==> src/rtl/cinit_pkg.sv <==
package cinit_pkg;

  typedef enum logic [1:0] {
    PWR_OFF   = 2'd0,
    PWR_UP    = 2'd1,
    PWR_ON    = 2'd2,
    PWR_UNDEF = 2'd3
  } pwr_mode_e;

  typedef enum logic [2:0] {
    S_IDLE,
    S_ARM,
    S_ISSUE,
    S_WAIT,
    S_ACK
  } seq_state_e;

  // True when a request marks a change into the power-on state.
  function automatic logic enters_power_on(pwr_mode_e req, pwr_mode_e prev);
    return (req == PWR_ON) && (prev != PWR_ON);
  endfunction

  // Single-bit write-1-to-clear word for a status flag position.
  function automatic logic [31:0] flag_word(int unsigned pos);
    return 32'd1 << pos;
  endfunction

endpackage

==> src/rtl/cinit_mode_track.sv <==
module cinit_mode_track
  import cinit_pkg::*;
(
  input  logic      clk,
  input  logic      rst_n,
  input  logic      req_vld,
  input  pwr_mode_e req_mode,
  input  logic      accept,
  output logic      start
);

  pwr_mode_e prev_mode;
  logic      taken;

  assign taken = req_vld && accept;
  assign start = taken && enters_power_on(req_mode, prev_mode);

  always_ff @(posedge clk) begin
    if (!rst_n) begin
      prev_mode <= PWR_UNDEF;
    end else if (taken) begin
      prev_mode <= req_mode;
    end
  end

  AST_NO_REPEAT_START: assert property (@(posedge clk) disable iff (!rst_n)
    start |=> !start);

endmodule

==> src/rtl/cinit_wait_timer.sv <==
module cinit_wait_timer #(
  parameter int LIMIT = 250000
) (
  input  logic clk,
  input  logic rst_n,
  input  logic arm,
  input  logic run,
  input  logic tick,
  output logic expired
);

  localparam int CW = $clog2(LIMIT + 1);

  logic [CW-1:0] cnt;

  assign expired = run && tick && (cnt == CW'(LIMIT - 1));

  always_ff @(posedge clk) begin
    if (!rst_n) begin
      cnt <= '0;
    end else if (arm) begin
      cnt <= '0;
    end else if (run && tick && !expired) begin
      cnt <= cnt + 1'b1;
    end
  end

  AST_CNT_IN_RANGE: assert property (@(posedge clk) disable iff (!rst_n)
    cnt < CW'(LIMIT));

  AST_TICK_GATES_COUNT: assert property (@(posedge clk) disable iff (!rst_n)
    (run && !tick && !arm) |=> $stable(cnt));

endmodule

==> src/rtl/cinit_seq_fsm.sv <==
module cinit_seq_fsm
  import cinit_pkg::*;
(
  input  logic clk,
  input  logic rst_n,
  input  logic start,
  input  logic cc_seen,
  input  logic expired,
  output logic busy,
  output logic init_q,
  output logic mask_q,
  output logic cmd_wr,
  output logic stat_clr,
  output logic done_q,
  output logic tmo_q,
  output logic timer_arm,
  output logic timer_run
);

  seq_state_e state, state_nx;
  logic init_nx, mask_nx, done_nx, tmo_nx;

  assign busy      = (state != S_IDLE);
  assign cmd_wr    = (state == S_ISSUE);
  assign stat_clr  = (state == S_ACK);
  assign timer_arm = (state == S_ISSUE);
  assign timer_run = (state == S_WAIT);

  always_comb begin
    state_nx = state;
    init_nx  = init_q;
    mask_nx  = mask_q;
    done_nx  = 1'b0;
    tmo_nx   = tmo_q;
    unique case (state)
      S_IDLE: begin
        if (start) begin
          mask_nx  = 1'b1;
          state_nx = S_ARM;
        end
      end
      S_ARM: begin
        init_nx  = 1'b1;
        state_nx = S_ISSUE;
      end
      S_ISSUE: state_nx = S_WAIT;
      S_WAIT: begin
        if (cc_seen) begin
          init_nx  = 1'b0;
          state_nx = S_ACK;
        end else if (expired) begin
          tmo_nx   = 1'b1;
          state_nx = S_IDLE;
        end
      end
      S_ACK: begin
        mask_nx  = 1'b0;
        done_nx  = 1'b1;
        state_nx = S_IDLE;
      end
      default: state_nx = S_IDLE;
    endcase
  end

  always_ff @(posedge clk) begin
    if (!rst_n) begin
      state  <= S_IDLE;
      init_q <= 1'b0;
      mask_q <= 1'b0;
      done_q <= 1'b0;
      tmo_q  <= 1'b0;
    end else begin
      state  <= state_nx;
      init_q <= init_nx;
      mask_q <= mask_nx;
      done_q <= done_nx;
      tmo_q  <= tmo_nx;
    end
  end

  AST_CMD_ONE_SHOT: assert property (@(posedge clk) disable iff (!rst_n)
    cmd_wr |=> !cmd_wr);

  AST_CMD_UNDER_INIT: assert property (@(posedge clk) disable iff (!rst_n)
    cmd_wr |-> init_q);

  AST_MASK_WHILE_BUSY: assert property (@(posedge clk) disable iff (!rst_n)
    busy |-> mask_q);

  AST_TMO_STICKY: assert property (@(posedge clk) disable iff (!rst_n)
    $past(tmo_q) |-> tmo_q);

  AST_TMO_KEEPS_STATE: assert property (@(posedge clk) disable iff (!rst_n)
    $rose(tmo_q) |-> (init_q && mask_q && !busy));

endmodule

==> src/rtl/cinit_seq.sv <==
module cinit_seq
  import cinit_pkg::*;
#(
  parameter int CMD_W     = 32,
  parameter int STAT_W    = 32,
  parameter int CC_BIT    = 0,
  parameter int TMO_TICKS = 250000
) (
  input  logic              clk,
  input  logic              rst_n,
  input  logic              pwr_req_vld,
  input  logic [1:0]        pwr_req,
  input  logic              cc_status,
  input  logic              tick,
  output logic              init_bit,
  output logic              cmd_wr,
  output logic [CMD_W-1:0]  cmd_wdata,
  output logic              stat_clr,
  output logic [STAT_W-1:0] stat_wdata,
  output logic              irq_mask,
  output logic              busy,
  output logic              done,
  output logic              timeout_flag
);

  // Named internal events
  logic start_evt;
  logic expire_evt;
  logic timer_arm;
  logic timer_run;

  cinit_mode_track u_track (
    .clk      (clk),
    .rst_n    (rst_n),
    .req_vld  (pwr_req_vld),
    .req_mode (pwr_mode_e'(pwr_req)),
    .accept   (!busy),
    .start    (start_evt)
  );

  cinit_wait_timer #(.LIMIT(TMO_TICKS)) u_timer (
    .clk     (clk),
    .rst_n   (rst_n),
    .arm     (timer_arm),
    .run     (timer_run),
    .tick    (tick),
    .expired (expire_evt)
  );

  cinit_seq_fsm u_fsm (
    .clk       (clk),
    .rst_n     (rst_n),
    .start     (start_evt),
    .cc_seen   (cc_status),
    .expired   (expire_evt),
    .busy      (busy),
    .init_q    (init_bit),
    .mask_q    (irq_mask),
    .cmd_wr    (cmd_wr),
    .stat_clr  (stat_clr),
    .done_q    (done),
    .tmo_q     (timeout_flag),
    .timer_arm (timer_arm),
    .timer_run (timer_run)
  );

  assign cmd_wdata  = '0;
  assign stat_wdata = STAT_W'(flag_word(CC_BIT));

  AST_START_NEEDS_ON: assert property (@(posedge clk) disable iff (!rst_n)
    $rose(busy) |-> $past(pwr_req_vld && (pwr_req == PWR_ON)));

  AST_ACK_AFTER_CLEAR: assert property (@(posedge clk) disable iff (!rst_n)
    stat_clr |-> (!init_bit && irq_mask));

  AST_DONE_FOLLOWS_ACK: assert property (@(posedge clk) disable iff (!rst_n)
    done |-> ($past(stat_clr) && !irq_mask && !busy));

  AST_NO_ACK_ON_TMO: assert property (@(posedge clk) disable iff (!rst_n)
    $rose(timeout_flag) |-> (!stat_clr && !done));

endmodule

==> config.mk <==
export PLATFORM = sky130hd
export DESIGN_NAME = cinit_seq
export DESIGN_NICKNAME = d
export VERILOG_FILES = /design/src/rtl/cinit_pkg.sv /design/src/rtl/cinit_mode_track.sv /design/src/rtl/cinit_wait_timer.sv /design/src/rtl/cinit_seq_fsm.sv /design/src/rtl/cinit_seq.sv
export SDC_FILE = /design/constraint.sdc
export NUM_CORES = 1
export LEC_CHECK = 0
export BUFFER_PORTS_ARGS = -buffer_cell sky130_fd_sc_hd__buf_2
export CORE_MARGIN = 3
export CORE_UTILIZATION = 45
export CTS_BUF_LIST = sky130_fd_sc_hd__clkbuf_4 sky130_fd_sc_hd__clkbuf_8
export DETAILED_ROUTE_END_ITERATION = 10
export PLACE_DENSITY = 0.84
export SYNTH_ARGS = -nofsm -noshare
export SYNTH_HDL_FRONTEND = slang
export SYNTH_SLANG_ARGS = --single-unit
==> constraint.sdc <==
create_clock -name clk -period 2.1 [get_ports clk]
set_input_delay 0.105 -clock clk [delete_from_list [all_inputs] [get_ports clk]]
set_output_delay 0.105 -clock clk [all_outputs]
set_load 0.005 [all_outputs]
==> results of run 1 <==
[logic make-up (layout without fill, tap and decap cells)]
kind of cell / count (synthesis) / in the layout / synth area share (%)
buffers and inverters: 77 / 26 / 29.16
and+or+nand+nor: 76 / 76 / 25.02
AOI/OAI and AO/OA: 32 / 32 / 10.84
DFF: 27 / 27 / 28.90
xor gates and xnor gates: 5 / 5 / 2.341
muxes: 5 / 5 / 2.676
other: 2 / 64 / 0.4015
adders and majority gates: 1 / 1 / 0.6688
[layout make-up]
class	count	area, um2
well taps	48	60.06
repair buffers	17	95.09
clock inverters	1	5.005
fillers	388	2048
inverters	5	18.77
flip-flops and latches	27	540.5
clock buffers	3	41.29
multi-input cells	183	1017
[per-stage QoR]
step / total power [W] / setup WS (ns)
4_1_cts: 0.0009461 / 0.1837
3_3_place_gp: 0.0006519 / 0.2464
3_5_place_dp: 0.0006555 / 0.1844
2_1_floorplan: 0.0007158 / 0.2737
6_report: 0.0009379 / 0.1807
5_1_grt: 0.0009860 / 0.05138
[how the worst max path moves through the flow]
stage,from,endpoint,slack [ns],depth (start not counted)
finish,u_timer.cnt[0],u_timer.cnt[16],0.18,5
global route,u_timer.cnt[0],u_timer.cnt[16],0.05,5
CTS,u_timer.cnt[0],u_timer.cnt[16],0.18,5
detailed placement,u_timer.cnt[0],u_timer.cnt[16],0.18,5
global placement,u_timer.cnt[0],u_timer.cnt[16],0.25,5
floorplan,u_timer.cnt[0],u_timer.cnt[16],0.27,6
[where the power goes]
group	total, W	leakage [nW]	switching, W	internal (W)
sequential	0.000534	0.218	0.0000117	0.000522
combinational	0.000112	0.518	0.0000739	0.0000385
clock	0.000292	0.0255	0.000159	0.000133
[sequential cells by signal, indices dropped and copies added, names as in the netlist]
register and cells:
u_fsm.mask_q 1, u_timer.cnt 18, u_fsm.tmo_q 1, u_track.prev_mode 2, u_fsm.state 3, u_fsm.init_q 1
u_fsm.done_q 1
[cells in the final DEF (no fill, tap or decap), types with 2 or more instances in the layout]
cell type / Yosys / final
a2111o_1: 3 / 3
a21oi_1: 12 / 12
and2_1: 3 / 3
and4_1: 2 / 2
buf_2: 1 / 13
buf_4: 66 / 4
clkbuf_8: 0 / 3
conb_1: 2 / 64
dfxtp_1: 27 / 27
inv_1: 5 / 5
mux2i_1: 5 / 5
nand2_1: 21 / 21
nand2b_1: 5 / 5
nand3_1: 6 / 6
nand4_1: 3 / 3
nor2_1: 6 / 6
nor2b_1: 5 / 5
nor3b_1: 5 / 5
nor4_1: 2 / 2
o21ai_0: 8 / 8
o31ai_1: 4 / 4
or3_1: 3 / 3
or3_2: 3 / 3
or4_1: 5 / 5
xnor2_1: 4 / 4
[per-layer routing]
layer  GRT usage (%)  part of all wire (%)  wire [um]  vias up
met5               0                     0          0        -
met4           2.553                  0.36         11        0
met3           2.734                   7.4        226        3
met2           20.37                    52       1578       53
met1           14.17                    40       1223      620
li1                -                     -          -      665
[worst max-delay path, cell delays in order (launching register included)]
cell and delay (ns):
dfxtp_1 0.39, ha_1 0.20, nand3_2 0.13, or3_1 0.47
or4_1 0.52, a21oi_1 0.14
==> results.yml, run 1 <==
final_layout:
  fin_util_pct: 46.47
  syn2layout_area_growth_pct: -4.950
  finalNonFillerCells: 284
  final_area_mm2: 0.001778
  drive_gt1_share_pct: 12.71
  layout.nets: 245
  diodes: 0
logic_synthesis:
  synth_area_leaders: "dfxtp_1 (29%), buf_4 (26%), nand2_1 (4.2%)"
  syn_avg_cell_area_um2: 8.314
  synthTopCellsByCount: "buf_4 (66), dfxtp_1 (27), nand2_1 (21), a21oi_1 (12), o21ai_0 (8)"
  ys_types: 40
  synthFlopType: "dfxtp_1"
  synthCells: 225
  post-synth-top-area-cell: "dfxtp_1"
  yosys_register_bits: 27
  yosysSeqAreaShare_pct: 28.90
  synth_top_cell_area_share_pct: 28.90
  syn_area_mm2: 0.001871
  synth.most_common_cell: "buf_4"
  yosysWarnings: 0
  synth_edf_count: 0
  async_flop_share_pct: 0
worst_hold_path:
  worstHoldStart: "pwr_req[0]"
  holdPathEnd: "u_track.prev_mode[0]"
  min_path_cells: 3
  min_path_type: "input pin to flop"
clock_network:
  cts_setup_buffers: 0
  cts-root-buf: "clkbuf_8"
  path_clk_slew_ns: 0.09
  htreeDepth: 1
  clock_latency_ns: 0.27
  ctsResizeCount: 0
  clock-sinks: 27
  postCtsHoldBufs: 0
  cts_tree: "yes"
  cts_buffers: 3
  clk_path_buf_depth: 2
worst_setup_path:
  cp-end-kind: "flop"
  cp_data_required_time_ns: 2.31
  worstSetupPathType: "flop to flop"
  reg2regPathDepth: 5
  r2r_end: "u_timer.cnt[16]"
  cp-start-kind: "flop"
  reg2reg_from: "u_timer.cnt[0]"
  critPathMaxFanout: 7
  reg2reg_slack_ns: 0.18
  cp_data_arrival_time_ns: 2.13
routing:
  first_pass_iters: 4
  vias_per_cell: 4.722
  vias: 1341
  drt.antenna.violating_nets: 0
  wire_per_inst_um: 10.70
  drt_iter0_drc: 126
  wirelength_um: 3040
  drc: 0
status:
  status: "finished, final reports clean"
sta:
  setup-tns-final_ns: 0
  max_freq_mhz: 521.0
  setup-violations-final: 0
  max_slew_margin_pct: 59.12
  clock_skew_ns: 0.002526
  period_share_pct: 91.39
  drv_slew: 0
  layout_min_cycle_time_ns: 1.919
  hold_viol: 0
  rsz0062_at_grt: "no"
  hold_ws_ns: 0.06103
  worst_pin_slew_ns: 0.6120
floorplan:
  start_util_pct: 48.89
  row_count: 22
  die_area_mm2: 0.004966
  io_pins: 78
  die_w_um: 70.47
  fp.dieH_um: 70.47
  core_mm2: 0.003826
grt:
  antenna_found_initial: 0
  grt_pass1_vias: 1126
  overflow: 0
  grt_use_total_pct: 11.58
  grt_max_degree: 16
  grt_pass1_wl_um: 4850
placement:
  placed_cell_area_mm2: 0.001732
  gp_congestion: 0.8418
  numPortBuffers: 13
  dpl.hpwl_um: 2370
  dp_cells: 280
pwr:
  p_leak_nw: 0.7615
  powerDensity_mw_per_mm2: 527.5
  peakVddDrop_v: 0.0002623
flow_run:
  drv_cap: 0
No activity file was read; power rests on OpenSTA's default activity.
==> run 2, diff against run 1 <==
--- a/config.mk
+++ b/config.mk
@@ -6,6 +6,7 @@
 export NUM_CORES = 1
 export LEC_CHECK = 0
 export BUFFER_PORTS_ARGS = -buffer_cell sky130_fd_sc_hd__buf_2
+export CORE_ASPECT_RATIO = 1.75
 export CORE_MARGIN = 3
 export CORE_UTILIZATION = 45
 export CTS_BUF_LIST = sky130_fd_sc_hd__clkbuf_4 sky130_fd_sc_hd__clkbuf_8
==> run 2 against run 1 <==
  * Via count rose by 1.5%
  * First-iteration DRC count fell by 84%
  * Final area rose by 0.42%
  * Hold slack barely moved
  * Register-to-register slack barely moved
  * Count of clock-buffer cells in the layout rose by 1
  * Non-clock buffer count did not move
  * Combinational power barely moved
==> results.yml, run 2 (synthesis gave the netlist of run 1 again) <==
worst_setup_path:
  cp_data_arrival_time_ns: 2.14
  critPathMaxFanout: 7
  cp_data_required_time_ns: 2.31
  cp-start-kind: "flop"
  critPathTopFamily: "simple AND/OR/NAND/NOR gates"
  reg2regPathDepth: 5
  crit_cells: 5
  cp_slowest_cell: "or4_1"
  crit_path_cell_trace: "ha_1, nand3_2, or3_4, or4_1, a21oi_1"
  critPathBufInv: 0
  reg2reg_from: "u_timer.cnt[0]"
  critPathMaxStageDelay_ns: 0.51
  worstSetupPathType: "flop to flop"
  reg2reg_slack_ns: 0.17
  crit_start: "u_timer.cnt[0]"
  r2r_end: "u_timer.cnt[16]"
  cp-end-kind: "flop"
  endpoint: "u_timer.cnt[16]"
routing:
  drc: 0
  drt_iter0_drc: 20
  vias_per_cell: 4.792
  first_pass_iters: 4
  vias: 1361
  wirelength_um: 3176
  wire_per_inst_um: 11.18
  drt.antenna.violating_nets: 0
worst_hold_path:
  worstHoldStart: "pwr_req[1]"
  min_path_cells: 3
  min_path_type: "input pin to flop"
flow_run:
  drv_cap: 0
grt:
  grt_max_degree: 15
  overflow: 0
  grt_pass1_wl_um: 5175
  antenna_found_initial: 0
  grt_pass1_vias: 1167
  grt_use_total_pct: 13.59
final_layout:
  layout_common_cells: "conb_1 (64), dfxtp_1 (27), nand2_1 (21)"
  regMostFlops: "u_timer.cnt"
  syn2layout_area_growth_pct: -4.549
  diodes: 0
  layout.nets: 245
  finalNonFillerCells: 284
  seq_area_um2: 540.5
  fillers: 412
  multi_input_area_mm2: 0.001022
  final_common_cell: "conb_1"
  reg_top3: "u_timer.cnt: 18 flops, u_fsm.state: 3 flops, u_track.prev_mode: 2 flops"
  drive_gt1_share_pct: 13.14
  largest_reg_flops: 18
floorplan:
  start_util_pct: 47.46
  die_area_mm2: 0.004997
  row_count: 30
  fp.dieH_um: 91.29
  core_mm2: 0.003941
  io_pins: 78
  die_w_um: 54.74
sta:
  clock_skew_ns: 0.002578
  rsz0062_at_grt: "no"
  setup-violations-final: 0
  setup-tns-final_ns: 0
  layout_min_cycle_time_ns: 1.931
  max_freq_mhz: 518.0
  worst_pin_slew_ns: 0.4972
  drv_slew: 0
  hold_viol: 0
  max_slew_margin_pct: 66.61
  period_share_pct: 91.94
placement:
  dpl.hpwl_um: 2511
  numPortBuffers: 13
  dp_cells: 280
  gp_congestion: 0.9036
clock_network:
  postCtsHoldBufs: 0
  clk_path_buf_depth: 2
  cts-root-buf: "clkbuf_8"
  cts_setup_buffers: 0
  clock-sinks: 27
  cts_tree: "yes"
  cts_buffers: 3
  clock_latency_ns: 0.27
  ctsResizeCount: 0
  htreeDepth: 1
  path_clk_slew_ns: 0.09
pwr:
  powerDensity_mw_per_mm2: 534.2
  peakVddDrop_v: 0.0002512
  p_leak_nw: 0.7634
status:
  status: "finished, final reports clean"
-- run 2: cell types whose count changed in the layout (fill, tap and decap cells not counted), sizes merged --
cell	previous run	this run
clkbuf	3	4
clkinv	1	0
-- run 2: worst min-delay path by stage --
stage                                      end  slack [ns]
final                     u_track.prev_mode[1]        0.06
after CTS                 u_track.prev_mode[1]        0.06
after floorplan           u_track.prev_mode[1]        0.23
after global routing      u_track.prev_mode[1]        0.09
after global placement    u_track.prev_mode[1]        0.34
after detailed placement  u_track.prev_mode[1]        0.35
-- run 2: power breakdown --
part	switching (W)	total (W)	internal, W
clock network	0.000160	0.000309	0.000149
logic	0.0000714	0.000110	0.0000383
registers	0.0000131	0.000535	0.000522
-- run 2: final cells by class --
type | instances | share of cell area [%]
well taps | 48 | 3.364
clock buffers | 4 | 2.733
flip-flops and latches | 27 | 30.27
repair buffers | 17 | 5.326
inverters | 5 | 1.051
multi-input cells | 183 | 57.25
-- run 2: per-layer routing --
metal  wire (um)  share of wire (%)  vias up  global-route usage, %
met3         253                8.0       10                  3.120
met4          95                3.0        0                  6.445
li1            -                  -      666                      -
met1        1126                 35      626                  13.81
met2        1700                 54       59                  24.11
met5           0                  0        -                      0
-- run 2: tightest hold or removal path, stage by stage --
cell and delay, ns:
buf_2 0.09, mux2i_1 0.06, nand2_1 0.06
-- run 2: metrics by stage --
stage	power (W)	worst slack, ns	util, %	area (um2)	hold slack [ns]
5_1_grt	0.001006	0.07751	45.30	1785	0.08663
3_5_place_dp	0.0006549	0.1211	43.94	1732	0.3473
2_1_floorplan	0.0007158	0.2737	-	2103	0.2330
3_3_place_gp	0.0006526	0.2070	43.94	1732	0.3381
4_1_cts	0.0009622	0.1068	45.17	1780	0.05733
6_report	0.0009537	0.1693	45.30	1785	0.06134
==> run 3, diff against run 2 <==
--- a/config.mk
+++ b/config.mk
@@ -8,10 +8,10 @@
 export BUFFER_PORTS_ARGS = -buffer_cell sky130_fd_sc_hd__buf_2
 export CORE_ASPECT_RATIO = 1.75
 export CORE_MARGIN = 3
-export CORE_UTILIZATION = 45
+export CORE_UTILIZATION = 40
 export CTS_BUF_LIST = sky130_fd_sc_hd__clkbuf_4 sky130_fd_sc_hd__clkbuf_8
 export DETAILED_ROUTE_END_ITERATION = 10
-export PLACE_DENSITY = 0.84
+export PLACE_DENSITY = 0.77
 export SYNTH_ARGS = -nofsm -noshare
 export SYNTH_HDL_FRONTEND = slang
 export SYNTH_SLANG_ARGS = --single-unit
==> run 3 against run 2 <==
  * Final cell count increased by 0.70%
  * Critical path type unchanged
  * Non-clock buffer count is 1 lower
  * First-iteration DRC count is 70% higher
  * Clock power decreased by 2%
  * Count of clock-buffer cells in the layout fell by 1
  * Sequential share of layout area increased by 0.19 points
==> results.yml, run 3 (synthesis gave the netlist of run 1 again) <==
sta:
  hold_viol: 0
  rsz0062_at_grt: "no"
  max_freq_mhz: 508.3
  worst_pin_slew_ns: 0.6498
  layout_min_cycle_time_ns: 1.967
  max_slew_margin_pct: 56.59
  setup-tns-final_ns: 0
  period_share_pct: 93.67
  drv_slew: 0
  clock_skew_ns: 0.001506
  postLayoutSetupSlackWorst_ns: 0.1328
  setup-violations-final: 0
flow_run:
  drv_cap: 0
clock_network:
  cts_setup_buffers: 0
  clock_latency_ns: 0.28
  postCtsHoldBufs: 0
  cts_tree: "yes"
  ctsResizeCount: 0
  cts-root-buf: "clkbuf_8"
  clk_path_buf_depth: 2
  htreeDepth: 1
  cts_buffers: 3
  clock-sinks: 27
  path_clk_slew_ns: 0.09
worst_setup_path:
  cp_slowest_cell: "or4_1"
  crit_start: "u_timer.cnt[0]"
  critPathBufInv: 0
  critPathMaxFanout: 7
  cp_data_arrival_time_ns: 2.18
  reg2reg_from: "u_timer.cnt[0]"
  critPathMaxStageDelay_ns: 0.54
  worstSetupPathType: "flop to flop"
  cp-start-kind: "flop"
  cp_data_required_time_ns: 2.32
  cp-end-kind: "flop"
  crit_path_cell_trace: "ha_1, nand3_2, or3_1, or4_1, a21oi_1"
  critPathTopFamily: "simple AND/OR/NAND/NOR gates"
floorplan:
  core_mm2: 0.004444
  fp.dieH_um: 96.47
  row_count: 32
  start_util_pct: 42.09
  die_area_mm2: 0.005566
  die_w_um: 57.70
  io_pins: 78
final_layout:
  largest_reg_flops: 18
  final_common_cell: "conb_1"
  diodes: 0
  syn2layout_area_growth_pct: -5.151
  layout.nets: 244
  regMostFlops: "u_timer.cnt"
  reg_top3: "u_timer.cnt: 18 flops, u_fsm.state: 3 flops, u_track.prev_mode: 2 flops"
  drive_gt1_share_pct: 12.34
  layout_common_cells: "conb_1 (64), dfxtp_1 (27), nand2_1 (21)"
grt:
  grt_pass1_vias: 1139
  grt_max_degree: 16
  grt_pass1_wl_um: 4961
  antenna_found_initial: 0
  grt_use_total_pct: 11.03
  overflow: 0
placement:
  post-place-ws_ns: 0.1687
  gp_congestion: 0.8966
  dpl.hpwl_um: 2588
  numPortBuffers: 13
routing:
  drt_iter0_drc: 34
  wire_per_inst_um: 11.06
  vias: 1359
  first_pass_iters: 4
  drc: 0
  vias_per_cell: 4.752
  drt.antenna.violating_nets: 0
  wirelength_um: 3163
pwr:
  p_leak_nw: 0.7562
  powerDensity_mw_per_mm2: 532.8
  peakVddDrop_v: 0.0003747
worst_hold_path:
  min_path_type: "input pin to flop"
  worstHoldStart: "pwr_req[1]"
status:
  status: "finished, final reports clean"
run 3: per-stage QoR:
step	util, %	hold WS, ns	instance area, um2	power [W]	instances
2_1_floorplan	-	0.2330	2103	0.0007158	287
3_3_place_gp	38.88	0.3369	1728	0.0006499	282
4_1_cts	39.92	0.05955	1774	0.0009504	286
6_report	39.92	0.05618	1774	0.0009454	286
5_1_grt	39.92	0.07301	1774	0.0009916	286
3_5_place_dp	38.88	0.3499	1728	0.0006526	282
run 3: power breakdown:
| part | switching [W] | leakage, nW | internal [W] | total [W] |
|---|---|---|---|---|
| Sequential | 0.0000126 | 0.218 | 0.000522 | 0.000535 |
| Combinational | 0.0000706 | 0.512 | 0.0000360 | 0.000107 |
| Clock | 0.000170 | 0.0255 | 0.000133 | 0.000304 |
run 3: area by class of cell:
cell class / count / area [um2]
clock buffers: 3 / 41.29
multi-input cells: 183 / 1017
fillers: 464 / 2670
repair buffers: 16 / 87.58
flip-flops and latches: 27 / 540.5
well taps: 51 / 63.81
inverters: 5 / 18.77
clock inverters: 1 / 5.005
run 3: path summary, 6_finish.rpt:
kind | end | slack, ns | cells past startpoint
worst max-delay path | u_timer.cnt[16] | 0.13 | 5
worst max register to register | u_timer.cnt[16] | 0.13 | 5
worst min-delay path | u_track.prev_mode[1] | 0.06 | 3
worst min register to register | u_fsm.tmo_q | 0.48 | 2
run 3: tightest hold or removal path, delay by kind of cell:
family / cells / cell delay (ns)
buf+inv: 1 / 0.08
mux: 1 / 0.06
simple gates: 1 / 0.06
run 3: metal layers:
layer | part of all wire (%) | up-vias | wire (um) | track usage, %
met3 | 8.7 | 4 | 276 | 1.596
met5 | 0 | - | 0 | 0
met1 | 37 | 631 | 1176 | 12.39
met4 | 1.4 | 0 | 44 | 3.482
met2 | 53 | 64 | 1666 | 20.85
li1 | - | 660 | - | -
